<file path="config.mk">
export PLATFORM = sky130hd
export DESIGN_NAME = nor_erase_seq
export DESIGN_NICKNAME = d
export VERILOG_FILES = /design/src/rtl/nor_erase_pkg.sv /design/src/rtl/nor_seq_tracker.sv /design/src/rtl/nor_erase_engine.sv /design/src/rtl/nor_word_store.sv /design/src/rtl/nor_erase_seq.sv
export SDC_FILE = /design/constraint.sdc
export NUM_CORES = 1
export LEC_CHECK = 0
export BUFFER_PORTS_ARGS = -buffer_cell sky130_fd_sc_hd__buf_2
export CORE_UTILIZATION = 50
export DETAILED_ROUTE_END_ITERATION = 10
export HOLD_SLACK_MARGIN = 0.1
export PLACE_DENSITY = 0.78
export SYNTH_ARGS = -nofsm -noshare
export SYNTH_HDL_FRONTEND = slang
export SYNTH_SLANG_ARGS = --single-unit
</file>
<file path="constraint.sdc">
create_clock -name clk -period 7.4 [get_ports clk]
set_input_delay 0.37 -clock clk [delete_from_list [all_inputs] [get_ports clk]]
set_output_delay 0.37 -clock clk [all_outputs]
set_load 0.005 [all_outputs]
</file>
<file path="src/rtl/nor_erase_pkg.sv">
package nor_erase_pkg;

  localparam int DW      = 16;
  localparam int SEQ_LEN = 6;
  localparam int CMD_AW  = 11;

  typedef enum logic [1:0] {
    PH_IDLE = 2'd0,
    PH_ZERO = 2'd1,
    PH_WIPE = 2'd2
  } phase_t;

  // Word address expected at each step of the chip-erase command
  function automatic logic [CMD_AW-1:0] seq_addr(input int step);
    case (step)
      1, 4:    seq_addr = 11'h2AA;
      default: seq_addr = 11'h555;
    endcase
  endfunction

  // Data expected at each step of the chip-erase command
  function automatic logic [DW-1:0] seq_data(input int step);
    case (step)
      0, 3:    seq_data = 16'h00AA;
      1, 4:    seq_data = 16'h0055;
      2:       seq_data = 16'h0080;
      default: seq_data = 16'h0010;
    endcase
  endfunction

  // Power-up content of word idx
  function automatic logic [DW-1:0] seed_word(input int idx);
    seed_word = DW'(idx * 32'h0137 + 32'h4C21);
  endfunction

  // Status word returned by a read while busy
  function automatic logic [DW-1:0] status_word(input logic tgl);
    status_word = '0;
    status_word[6] = tgl;
    status_word[2] = tgl;
  endfunction

  // Clocks the engine stays busy for a full run
  function automatic int erase_cycles(input int words, input int cpw);
    erase_cycles = 2 * words * cpw;
  endfunction

endpackage

</file>
<file path="src/rtl/nor_seq_tracker.sv">
module nor_seq_tracker
  import nor_erase_pkg::*;
(
  input  logic              clk,
  input  logic              rst_n,
  input  logic              hw_reset,
  input  logic              busy,
  input  logic              wr_en,
  input  logic [CMD_AW-1:0] cmd_addr,
  input  logic [DW-1:0]     wdata,
  output logic              start
);

  localparam int SW = $clog2(SEQ_LEN);

  logic [SW-1:0] step;
  logic          live_wr;
  logic          hit;
  logic          last_step;

  assign live_wr   = wr_en && !busy && !hw_reset;
  assign hit       = (cmd_addr == seq_addr(int'(step))) && (wdata == seq_data(int'(step)));
  assign last_step = (step == SW'(SEQ_LEN - 1));
  assign start     = live_wr && hit && last_step;

  always_ff @(posedge clk or negedge rst_n) begin
    if (!rst_n) begin
      step <= '0;
    end else if (hw_reset) begin
      step <= '0;
    end else if (live_wr) begin
      if (hit && !last_step) step <= step + 1'b1;
      else                   step <= '0;
    end
  end

  // no command state is held while the erase runs
  a_r6_idle_while_busy: assert property (@(posedge clk) disable iff (!rst_n)
    busy |-> step == '0);

  // a mismatching write leaves the tracker at its first step
  a_r3_miss_clears: assert property (@(posedge clk) disable iff (!rst_n)
    (live_wr && !hit) |=> step == '0);

  // hardware reset clears a partly entered command
  a_r9_hwrst_clears: assert property (@(posedge clk) disable iff (!rst_n)
    hw_reset |=> step == '0);

endmodule

</file>
<file path="src/rtl/nor_erase_engine.sv">
module nor_erase_engine
  import nor_erase_pkg::*;
#(
  parameter int WORDS        = 16,
  parameter int CYC_PER_WORD = 2
) (
  input  logic                     clk,
  input  logic                     rst_n,
  input  logic                     hw_reset,
  input  logic                     start,
  output logic                     busy,
  output logic                     mem_we,
  output logic [$clog2(WORDS)-1:0] mem_idx,
  output logic [DW-1:0]            mem_wdata
);

  localparam int IW    = $clog2(WORDS);
  localparam int CW    = (CYC_PER_WORD > 1) ? $clog2(CYC_PER_WORD) : 1;
  localparam int TOTAL = erase_cycles(WORDS, CYC_PER_WORD);
  localparam int RW    = $clog2(TOTAL + 1);

  phase_t        phase;
  logic [IW-1:0] idx;
  logic [CW-1:0] cnt;
  logic          word_done;
  logic          last_word;

  assign busy      = (phase != PH_IDLE);
  assign word_done = busy && (cnt == CW'(CYC_PER_WORD - 1));
  assign last_word = (idx == IW'(WORDS - 1));
  assign mem_we    = word_done && !hw_reset;
  assign mem_idx   = idx;
  assign mem_wdata = (phase == PH_ZERO) ? '0 : '1;

  always_ff @(posedge clk or negedge rst_n) begin
    if (!rst_n) begin
      phase <= PH_IDLE;
      idx   <= '0;
      cnt   <= '0;
    end else if (hw_reset) begin
      phase <= PH_IDLE;
      idx   <= '0;
      cnt   <= '0;
    end else if (phase == PH_IDLE) begin
      if (start) begin
        phase <= PH_ZERO;
        idx   <= '0;
        cnt   <= '0;
      end
    end else if (word_done) begin
      cnt <= '0;
      if (last_word) begin
        idx   <= '0;
        phase <= (phase == PH_ZERO) ? PH_WIPE : PH_IDLE;
      end else begin
        idx <= idx + 1'b1;
      end
    end else begin
      cnt <= cnt + 1'b1;
    end
  end

  // Run-length counter kept only for the duration checks
  logic [RW-1:0] run_len;
  always_ff @(posedge clk or negedge rst_n) begin
    if (!rst_n)     run_len <= '0;
    else if (!busy) run_len <= '0;
    else            run_len <= run_len + 1'b1;
  end

  // an accepted command raises busy on the next clock
  a_r2_start_busy: assert property (@(posedge clk) disable iff (!rst_n)
    (start && !hw_reset) |=> busy);

  // hardware reset drops busy on the next clock
  a_r8_abort: assert property (@(posedge clk) disable iff (!rst_n)
    hw_reset |=> !busy);

  // an unaborted run lasts exactly TOTAL clocks
  a_r4_length: assert property (@(posedge clk) disable iff (!rst_n)
    ($fell(busy) && !$past(hw_reset)) |-> $past(run_len) == RW'(TOTAL - 1));

  a_r4_bound: assert property (@(posedge clk) disable iff (!rst_n)
    busy |-> run_len < RW'(TOTAL));

  // the wipe pass writes ones, the zero pass writes zeros
  a_r7_pass_data: assert property (@(posedge clk) disable iff (!rst_n)
    mem_we |-> (mem_wdata == '0) != (phase == PH_WIPE));

endmodule

</file>
<file path="src/rtl/nor_word_store.sv">
module nor_word_store
  import nor_erase_pkg::*;
#(
  parameter int WORDS = 16
) (
  input  logic                     clk,
  input  logic                     rst_n,
  input  logic                     hw_reset,
  input  logic                     busy,
  input  logic                     start,
  input  logic                     rd_en,
  input  logic [$clog2(WORDS)-1:0] rd_idx,
  input  logic                     we,
  input  logic [$clog2(WORDS)-1:0] wr_idx,
  input  logic [DW-1:0]            wr_data,
  output logic [DW-1:0]            rdata
);

  logic [DW-1:0] mem [WORDS];
  logic          tgl;
  logic          busy_rd;

  assign busy_rd = rd_en && busy;

  always_ff @(posedge clk or negedge rst_n) begin
    if (!rst_n) begin
      for (int i = 0; i < WORDS; i++) mem[i] <= seed_word(i);
    end else if (we) begin
      mem[wr_idx] <= wr_data;
    end
  end

  always_ff @(posedge clk or negedge rst_n) begin
    if (!rst_n)                tgl <= 1'b0;
    else if (hw_reset || start) tgl <= 1'b0;
    else if (busy_rd)          tgl <= ~tgl;
  end

  always_ff @(posedge clk or negedge rst_n) begin
    if (!rst_n)       rdata <= '0;
    else if (rd_en)   rdata <= busy ? status_word(tgl) : mem[rd_idx];
  end

  // status reads keep bit 7 low and bits 6 and 2 equal
  a_r5_status_shape: assert property (@(posedge clk) disable iff (!rst_n)
    busy_rd |=> (rdata[7] == 1'b0) && (rdata[6] == rdata[2]));

  // back-to-back status reads flip the toggle bit
  a_r5_toggle: assert property (@(posedge clk) disable iff (!rst_n || hw_reset)
    (busy_rd && $past(busy_rd)) |=> rdata[6] != $past(rdata[6]));

endmodule

</file>
<file path="src/rtl/nor_erase_seq.sv">
module nor_erase_seq
  import nor_erase_pkg::*;
#(
  parameter int ADDR_W       = 11,
  parameter int WORDS        = 16,
  parameter int CYC_PER_WORD = 2
) (
  input  logic              clk,
  input  logic              rst_n,
  input  logic              hw_reset,
  input  logic              wr_en,
  input  logic              rd_en,
  input  logic [ADDR_W-1:0] addr,
  input  logic [DW-1:0]     wdata,
  output logic [DW-1:0]     rdata,
  output logic              busy
);

  localparam int IW = $clog2(WORDS);

  logic          start;
  logic          mem_we;
  logic [IW-1:0] mem_idx;
  logic [DW-1:0] mem_wdata;

  nor_seq_tracker u_track (
    .clk      (clk),
    .rst_n    (rst_n),
    .hw_reset (hw_reset),
    .busy     (busy),
    .wr_en    (wr_en),
    .cmd_addr (addr[CMD_AW-1:0]),
    .wdata    (wdata),
    .start    (start)
  );

  nor_erase_engine #(
    .WORDS        (WORDS),
    .CYC_PER_WORD (CYC_PER_WORD)
  ) u_engine (
    .clk       (clk),
    .rst_n     (rst_n),
    .hw_reset  (hw_reset),
    .start     (start),
    .busy      (busy),
    .mem_we    (mem_we),
    .mem_idx   (mem_idx),
    .mem_wdata (mem_wdata)
  );

  nor_word_store #(
    .WORDS (WORDS)
  ) u_store (
    .clk      (clk),
    .rst_n    (rst_n),
    .hw_reset (hw_reset),
    .busy     (busy),
    .start    (start),
    .rd_en    (rd_en),
    .rd_idx   (addr[IW-1:0]),
    .we       (mem_we),
    .wr_idx   (mem_idx),
    .wr_data  (mem_wdata),
    .rdata    (rdata)
  );

  // the block comes out of reset idle
  a_r1_reset_idle: assert property (@(posedge clk)
    $rose(rst_n) |-> !busy);

  // writes never occur while idle
  a_r8_no_idle_write: assert property (@(posedge clk) disable iff (!rst_n)
    mem_we |-> busy);

endmodule

</file>
==> key figures, run 1 <==
Drt
  • WL met2: 4120 um
  • Metal-1 WL: 4040 um
  • WL met3: 524 um
  • Routed wire length: 8970 um
  • Drt first pass iters: 7
  • Vias: 3,362
  • DR WL/cell: 16.6 um
  • Initial DRC Count: 273
  • # DRC: 0
  • Antenna-violating nets left: 0
  • Highest metal used: met4
  • Drt via density: 6.20

Placed design
  • RePlAce Congestion: 0.985
  • Post-DP HPWL: 6350 um
  • Port bufs: 48

STA
  • Tmin final: 2.68 ns
  • Slew margin rel.: 0.528
  • Fmax: 0.373 GHz
  • Max Clock Skew: 0.00922 ns
  • Tcrit/Tclk final: 0.362
  • RSZ-0062 raised after global routing: false
  • Final number of hold-violating endpoints: 0
  • Slew Limit Fails: 0
  • Least-Margin Pin Slew: 0.707 ns
  • Sum Neg Setup Slack: 0 ns
  • Setup violations, final: 0

Synthesis
  • EDFF count, synth: 0
  • Yosys reg bits: 58
  • Ys Warns: 0
  • Cells after Synth: 410
  • Syn Nets: 451
  • Post-synthesis compound-gate area fraction: 0.296
  • Post-synthesis simple-gate area fraction: 0.199
  • Synthesized-area fraction occupied by adder cells: 0.0315
  • Yosys cell types: 67
  • Synth async-reset ratio: 1.00
  • Top FF cell, synth: dfrtp_1
  • Largest family of logic cells by synthesized area: compound AO/OA/AOI/OAI gates
  • Synthesized area per cell: 8.73 um^2
  • Seq/Total Area, Yosys: 0.411
  • Post-Synth XOR/XNOR Area: 0.00245
  • Mux contribution to synthesized area: 0.00699
  • Cell Area, Synth: 0.00358 mm^2

Clock tree
  • Deepest level of the CTS H-tree: 3
  • Clock transition at path regs: 0.07 ns
  • Num CTS Buffers: 9
  • CTS resizes: 0
  • Setup bufs post-CTS: 0
  • Hold buffer count at cts: 0
  • CTS tree: done
  • Clock Latency Late Sink: 0.34 ns
  • CTS Buffer Depth: 2
  • CTS Sinks: 58
  • CTS Root Cell: clkbuf_8

Worst setup path
  • Req. time, crit path: 7.63 ns
  • Crit path buffers/inverters: 0
  • Worst reg2reg setup slack: 4.72 ns
  • Crit path capture type: flop
  • Crit path max-delay family: simple AND/OR/NAND/NOR gates
  • Worst Setup Start Kind: flop
  • Cell count along the critical path: 7
  • CP Cell Sequence: ha_1 > ha_1 > or4_1 > a22oi_1 > o2111ai_2 > or3_4 > a41o_1
  • Crit path DAT: 2.91 ns
  • Reg2Reg Depth: 7
  • Critical Path Most Common Cell: ha_1
  • R2R Path Start: u_track.step[0]$_DFFE_PN0P_
  • Worst Path Max Fanout: 7
  • Crit Path Category: reg -> reg
  • Worst reg2reg endpoint: u_engine.mem_idx[1]$_DFFE_PN0P_
  • Critical path's slowest cell: or4_1
  • Worst path max stage delay: 0.54 ns

Floorplan
  • Core box area: 0.00687 mm^2
  • Ports: 49
  • Initial Utilization: 0.521
  • Die Width: 86.6 um
  • Die area: 0.00750 mm^2
  • Die height: 86.6 um
  • Num rows: 30

GRT
  • GRT Overall Usage: 0.254
  • Largest net degree at the start of global routing: 59
  • Number of global-route vias before repair: 2,975
  • Antenna violations before repair: 0
  • First-pass GRT wire length: 14,600 um
  • GRT overflow: 0

Power
  • NetSw: 0.177 mW
  • Comb power frac: 0.114
  • Pwr Total: 0.723 mW
  • Sequential power share: 0.463
  • Switching Fraction: 0.245
  • Worst vdd ir: 0.0000701 V
  • Pint: 0.545 mW
  • Pwr/cell area: 178 mW/mm^2
  • Clock network fraction of total power: 0.423
  • LEAKAGE: 1.74 nW

Layout
  • Area Growth Syn to Fin: 13.2%
  • Share of layout cells above drive strength 1: 0.215
  • Fillcell total: 614
  • Nets: 482
  • Number of diodes: 0

Run status
  • Status: finished clean

Job
  • Max-cap violations: 0

Min path
  • Hold Path Class: in -> async
-- final cells by class --
type                            count  area (um^2)  share of cell area
Sequential cell                    58         1470               0.363
Clock inverter                      2         35.0             0.00864
Inverter                           15         56.3              0.0139
Clock buffer                       14          173              0.0426
Multi-Input combinational cell    305         1930               0.476
Tap cell                           96          120              0.0296
Timing Repair Buffer               52          270              0.0667
-- layer usage --
metal	vias up	GRT usage
li1	1596	-
met1	1609	0.349
met2	131	0.387
met3	26	0.0419
met4	0	0.133
met5	-	0
-- stage by stage --
stage,worst slack [ns],hold slack (ns),cells,utilization,instance area (um^2)
after floorplan,4.91,0.0744,410,-,3580
after global placement,4.80,0.461,526,0.560,3850
after detailed placement,4.75,0.465,526,0.560,3850
after CTS,4.73,0.184,542,0.590,4050
after global routing,4.59,0.233,542,0.590,4050
final,4.72,0.165,542,0.590,4050
-- kinds of logic (layout without fill, tap and decap cells) --
| group | after synthesis | count (layout) |
|---|---|---|
| compound gates | 165 | 165 |
| xor+xnor | 1 | 1 |
| fa+ha+maj | 9 | 9 |
| buf+inv | 47 | 83 |
| flops | 58 | 58 |
| mux | 2 | 2 |
| simple gates | 128 | 128 |
-- cells in the final DEF (no fill, tap or decap), types with 6 or more instances in the layout --
master / n
dfstp_2: 16
nand2b_1: 15
buf_2: 48
ha_1: 9
nor2b_1: 12
nor2_1: 11
inv_1: 12
and3_1: 6
a21oi_1: 60
nand2_1: 33
o21ai_0: 18
a31oi_1: 39
clkbuf_8: 12
dfrtp_1: 42
nand3_1: 17
-- synth_stat cells, drive strengths merged, types with 3 or more instances --
| cell | number | share of area |
|---|---|---|
| a21oi | 60 | 0.084 |
| dfrtp | 42 | 0.29 |
| a31oi | 39 | 0.068 |
| nand2 | 33 | 0.035 |
| clkbuf | 26 | 0.027 |
| o21ai | 18 | 0.025 |
| nand3 | 17 | 0.024 |
| dfstp | 16 | 0.12 |
| nand2b | 15 | 0.026 |
| nor2b | 13 | 0.023 |
| inv | 12 | 0.013 |
| nor2 | 11 | 0.012 |
| ha | 9 | 0.031 |
| and3 | 6 | 0.010 |
| buf | 6 | 0.0098 |
| a21o | 5 | 0.010 |
| or3 | 5 | 0.010 |
| a32o | 4 | 0.011 |
| and2 | 4 | 0.0070 |
| nor3 | 4 | 0.0056 |
| o2bb2ai | 4 | 0.0098 |
| a311oi | 3 | 0.0073 |
| clkinv | 3 | 0.0031 |
| nand4 | 3 | 0.0052 |
| nor4 | 3 | 0.0070 |
| or3b | 3 | 0.0073 |
-- registers in the layout, indices dropped and copies added, names as in the netlist --
| name | cells |
|---|---|
| u_store.mem | 32 |
| u_store.rdata | 15 |
| u_engine.mem_idx | 4 |
| u_track.step | 3 |
| u_engine.phase | 2 |
| u_engine.cnt | 1 |
| u_store.tgl | 1 |
-- worst register-to-register path, cell delays in order (launching register included) --
cell	delay, ns
dfrtp_1	0.42
ha_1	0.23
ha_1	0.25
or4_1	0.54
a22oi_1	0.23
o2111ai_2	0.22
or3_4	0.44
a41o_1	0.24
-- power by group through the flow --
stage                     clock [mW]  sequential (mW)  combinational [mW]
final                          0.306            0.335              0.0821
after global routing           0.324            0.336              0.0915
after CTS                      0.310            0.335              0.0814
after detailed placement           0            0.340              0.0808
after global placement             0            0.340              0.0801
after floorplan                    0            0.341              0.0455
-- how the worst max path moves through the flow --
stage	to	startpoint
6_report	u_engine.mem_idx[1]$_DFFE_PN0P_	u_track.step[0]$_DFFE_PN0P_
5_1_grt	u_engine.mem_idx[1]$_DFFE_PN0P_	u_track.step[0]$_DFFE_PN0P_
4_1_cts	u_engine.mem_idx[1]$_DFFE_PN0P_	u_track.step[0]$_DFFE_PN0P_
3_5_place_dp	u_engine.mem_idx[1]$_DFFE_PN0P_	u_track.step[0]$_DFFE_PN0P_
3_3_place_gp	u_engine.mem_idx[0]$_DFFE_PN0P_	addr[1]
2_1_floorplan	u_engine.mem_idx[0]$_DFFE_PN0P_	u_track.step[0]$_DFFE_PN0P_
No activity file was read; power rests on OpenSTA's default activity.
==> inputs of run 2 (changes only) <==
- PLACE_DENSITY: 0.78 -> 0.81
- clock period: 7.4 -> 2.2 ns (I/O delays scaled with it)
==> key figures, run 2 (synthesized netlist as in run 1, its figures left out) <==
Layout
  • Share of layout cells above drive strength 1: 0.298 (+0.0831)
  • Max reg flops: 32 (unchanged)
  • Register name with the most flops: u_store.mem
  • Nets: 512 (+6.2%)
  • Fin util: 0.649 (+0.0588)
  • Commonest non-fill, non-tap cell in the layout: a21oi_1
  • Final Cell Area: 0.00446 mm^2 (+10%)
  • Commonest non-fill, non-tap cells in the layout: 59 x a21oi_1, 48 x buf_2, 41 x dfrtp_1, 39 x a31oi_1, 33 x nand2_1
  • Area Growth Syn to Fin: 24.5%
  • Number of diodes: 0 (unchanged)

STA
  • Final number of hold-violating endpoints: 0 (unchanged)
  • Setup WS post-layout: -0.220 ns (-4.94 ns)
  • Max Clock Skew: 0.00759 ns (-0.00163 ns)
  • Slew margin rel.: 0.411 (-0.117)
  • Slew Limit Fails: 0 (unchanged)
  • RSZ-0062 raised after global routing: true
  • Fmax: 0.413 GHz (+11%)
  • Tcrit/Tclk final: 1.10 (+0.738)
  • Tmin final: 2.42 ns (-0.258 ns)
  • Setup violations, final: 10 (+10)
  • Least-Margin Pin Slew: 0.876 ns (+0.168 ns)

Worst setup path
  • Crit path capture type: flop
  • Worst reg2reg endpoint: u_engine.mem_idx[2]$_DFFE_PN0P_
  • Worst Setup Start Kind: flop
  • Worst reg2reg setup slack: -0.22 ns (-4.94 ns)
  • Crit Path Category: reg -> reg
  • Reg2Reg Depth: 8 (+1)
  • Req. time, crit path: 2.44 ns (-5.19 ns)
  • Crit path max-delay family: simple AND/OR/NAND/NOR gates
  • R2R Path Start: u_track.step[0]$_DFFE_PN0P_
  • Worst Path Max Fanout: 5 (-2)
  • Worst path max stage delay: 0.44 ns (-0.10 ns)
  • Crit path buffers/inverters: 1 (+1)
  • CP Cell Sequence: buf_6 > ha_4 > mux2_4 > or3b_4 > o211a_4 > or3_4 > o21ai_4 > a21oi_2
  • Critical path's slowest cell: dfrtp_2
  • Crit path DAT: 2.66 ns (-0.25 ns)

Placed design
  • Placed inst area: 0.00403 mm^2 (+4.9%)
  • Port bufs: 48 (unchanged)
  • Post-DP HPWL: 6770 um (+6.7%)
  • RePlAce Congestion: 0.918 (-6.7%)

Clock tree
  • Clock transition at path regs: 0.07 ns (about the same)
  • CTS Sinks: 58 (unchanged)
  • Num CTS Buffers: 9 (unchanged)
  • Clock Latency Late Sink: 0.35 ns (about the same)
  • CTS tree: done
  • Deepest level of the CTS H-tree: 3 (unchanged)
  • CTS Root Cell: clkbuf_8
  • CTS Buffer Depth: 2 (unchanged)

Floorplan
  • Num rows: 30 (unchanged)
  • Die Width: 86.6 um (unchanged)
  • Core box area: 0.00687 mm^2 (unchanged)
  • Initial Utilization: 0.521 (unchanged)
  • Die height: 86.6 um (unchanged)
  • Die area: 0.00750 mm^2 (unchanged)
  • Ports: 49 (unchanged)

Run status
  • Failing checks: setup timing
  • Status: finished with violations

Min path
  • Hold depth: 3
  • Hold path endpoint: u_store.rdata[5]$_DFFE_PN0P_
  • Hold Path Class: in -> reg
  • Hold_sp: addr[3]

Drt
  • Antenna-violating nets left: 0 (unchanged)
  • Initial DRC Count: 326 (+19%)
  • Routed wire length: 9860 um (+9.9%)
  • Drt first pass iters: 5 (-2)
  • Drt via density: 6.21 (+0.17%)
  • # DRC: 0 (unchanged)
  • Vias: 3,554 (+5.7%)
  • DR WL/cell: 17.2 um (+4.1%)

Job
  • Max-cap violations: 0 (unchanged)

Power
  • LEAKAGE: 1.92 nW (+11%)
  • Pwr/cell area: 550 mW/mm^2 (+210%)
  • Worst vdd ir: 0.000321 V (+360%)

GRT
  • GRT overflow: 0 (unchanged)
  • Number of global-route vias before repair: 3,281 (+10%)
  • First-pass GRT wire length: 15,800 um (+7.8%)
  • Largest net degree at the start of global routing: 59 (unchanged)
  • GRT Overall Usage: 0.276 (+0.0212)
  • Antenna violations before repair: 0 (unchanged)
-- run 2: cell count changes in the layout (fill, tap and decap cells not counted), moves of 2 or more --
cell / previous run / this run
buf_4: 4 / 28
dlygate4sd3_1: 0 / 4
ha_1: 9 / 4
ha_2: 0 / 2
ha_4: 0 / 3
inv_1: 12 / 10
inv_2: 0 / 2
o21ai_0: 18 / 13
o21ai_2: 0 / 3
or3b_4: 0 / 2
-- run 2: metal layers --
layer / up-vias / part of all wire / wire (um) / GRT usage
met3: 29 / 0.054 / 532 / 0.0629
met5: - / 0 / 0 / 0
met4: 0 / 0.034 / 338 / 0.155
li1: 1663 / - / - / -
met1: 1723 / 0.43 / 4280 / 0.362
met2: 139 / 0.48 / 4710 / 0.421
-- run 2: layout make-up --
cell class | instances | area [um^2]
multi-input combinational | 305 | 2090
tap | 96 | 120
sequential | 58 | 1470
clock inverter | 2 | 35.0
clock buffer | 14 | 163
fill | 535 | 2410
inverter | 15 | 56.3
timing repair buffer | 82 | 522
-- run 2: worst max path at each step --
stage | from | end | slack, ns | cells past startpoint
3_5_place_dp | u_track.step[1]$_DFFE_PN0P_ | u_track.step[1]$_DFFE_PN0P_ | -0.31 | 7
6_report | u_track.step[0]$_DFFE_PN0P_ | u_engine.mem_idx[2]$_DFFE_PN0P_ | -0.22 | 8
2_1_floorplan | u_track.step[1]$_DFFE_PN0P_ | u_engine.mem_idx[1]$_DFFE_PN0P_ | -0.06 | 7
4_1_cts | u_track.step[1]$_DFFE_PN0P_ | u_store.tgl$_DFFE_PN0P_ | -0.20 | 9
3_3_place_gp | u_track.step[1]$_DFFE_PN0P_ | u_track.step[1]$_DFFE_PN0P_ | -0.15 | 7
5_1_grt | u_track.step[0]$_DFFE_PN0P_ | u_engine.mem_idx[2]$_DFFE_PN0P_ | -0.26 | 8
-- run 2: worst register-to-register path, delay by kind of cell (launching register included) --
kind,cells,cell delay [ns]
AOI/OAI and AO/OA,3,0.52
DFF,1,0.44
muxes,1,0.29
and+or+nand+nor,2,0.79
adders and majority gates,1,0.16
buffers and inverters,1,0.13
-- run 2: metrics by stage --
stage,instances,total power [mW],TNS (ns),hold WS (ns),setup slack (ns)
CTS,570,2.45,-1.39,0.221,-0.197
global placement,545,1.43,-0.970,0.281,-0.146
detailed placement,545,1.43,-1.91,0.289,-0.306
floorplan,410,1.30,-0.212,-0.186,-0.0567
finish,572,2.45,-1.50,0.252,-0.220
global route,572,2.56,-2.46,0.278,-0.265
-- run 2: where the power goes --
group          internal (mW)  switching, mW  leakage [nW]  total [mW]
registers               1.11         0.0209         0.728        1.13
clock network          0.585          0.431         0.101        1.02
logic                  0.131          0.177          1.09       0.308
-- run 2: what timing repair did --
action | 4_1_cts | 5_1_grt
pin swaps | 5 | 9
setup endpoints to repair | 10 | 14
hold buffers | 4 | 0
gates cloned | 0 | 0
resized for setup | 12 | 12
hold endpoints to repair | 49 | 0
setup buffers | 5 | 2
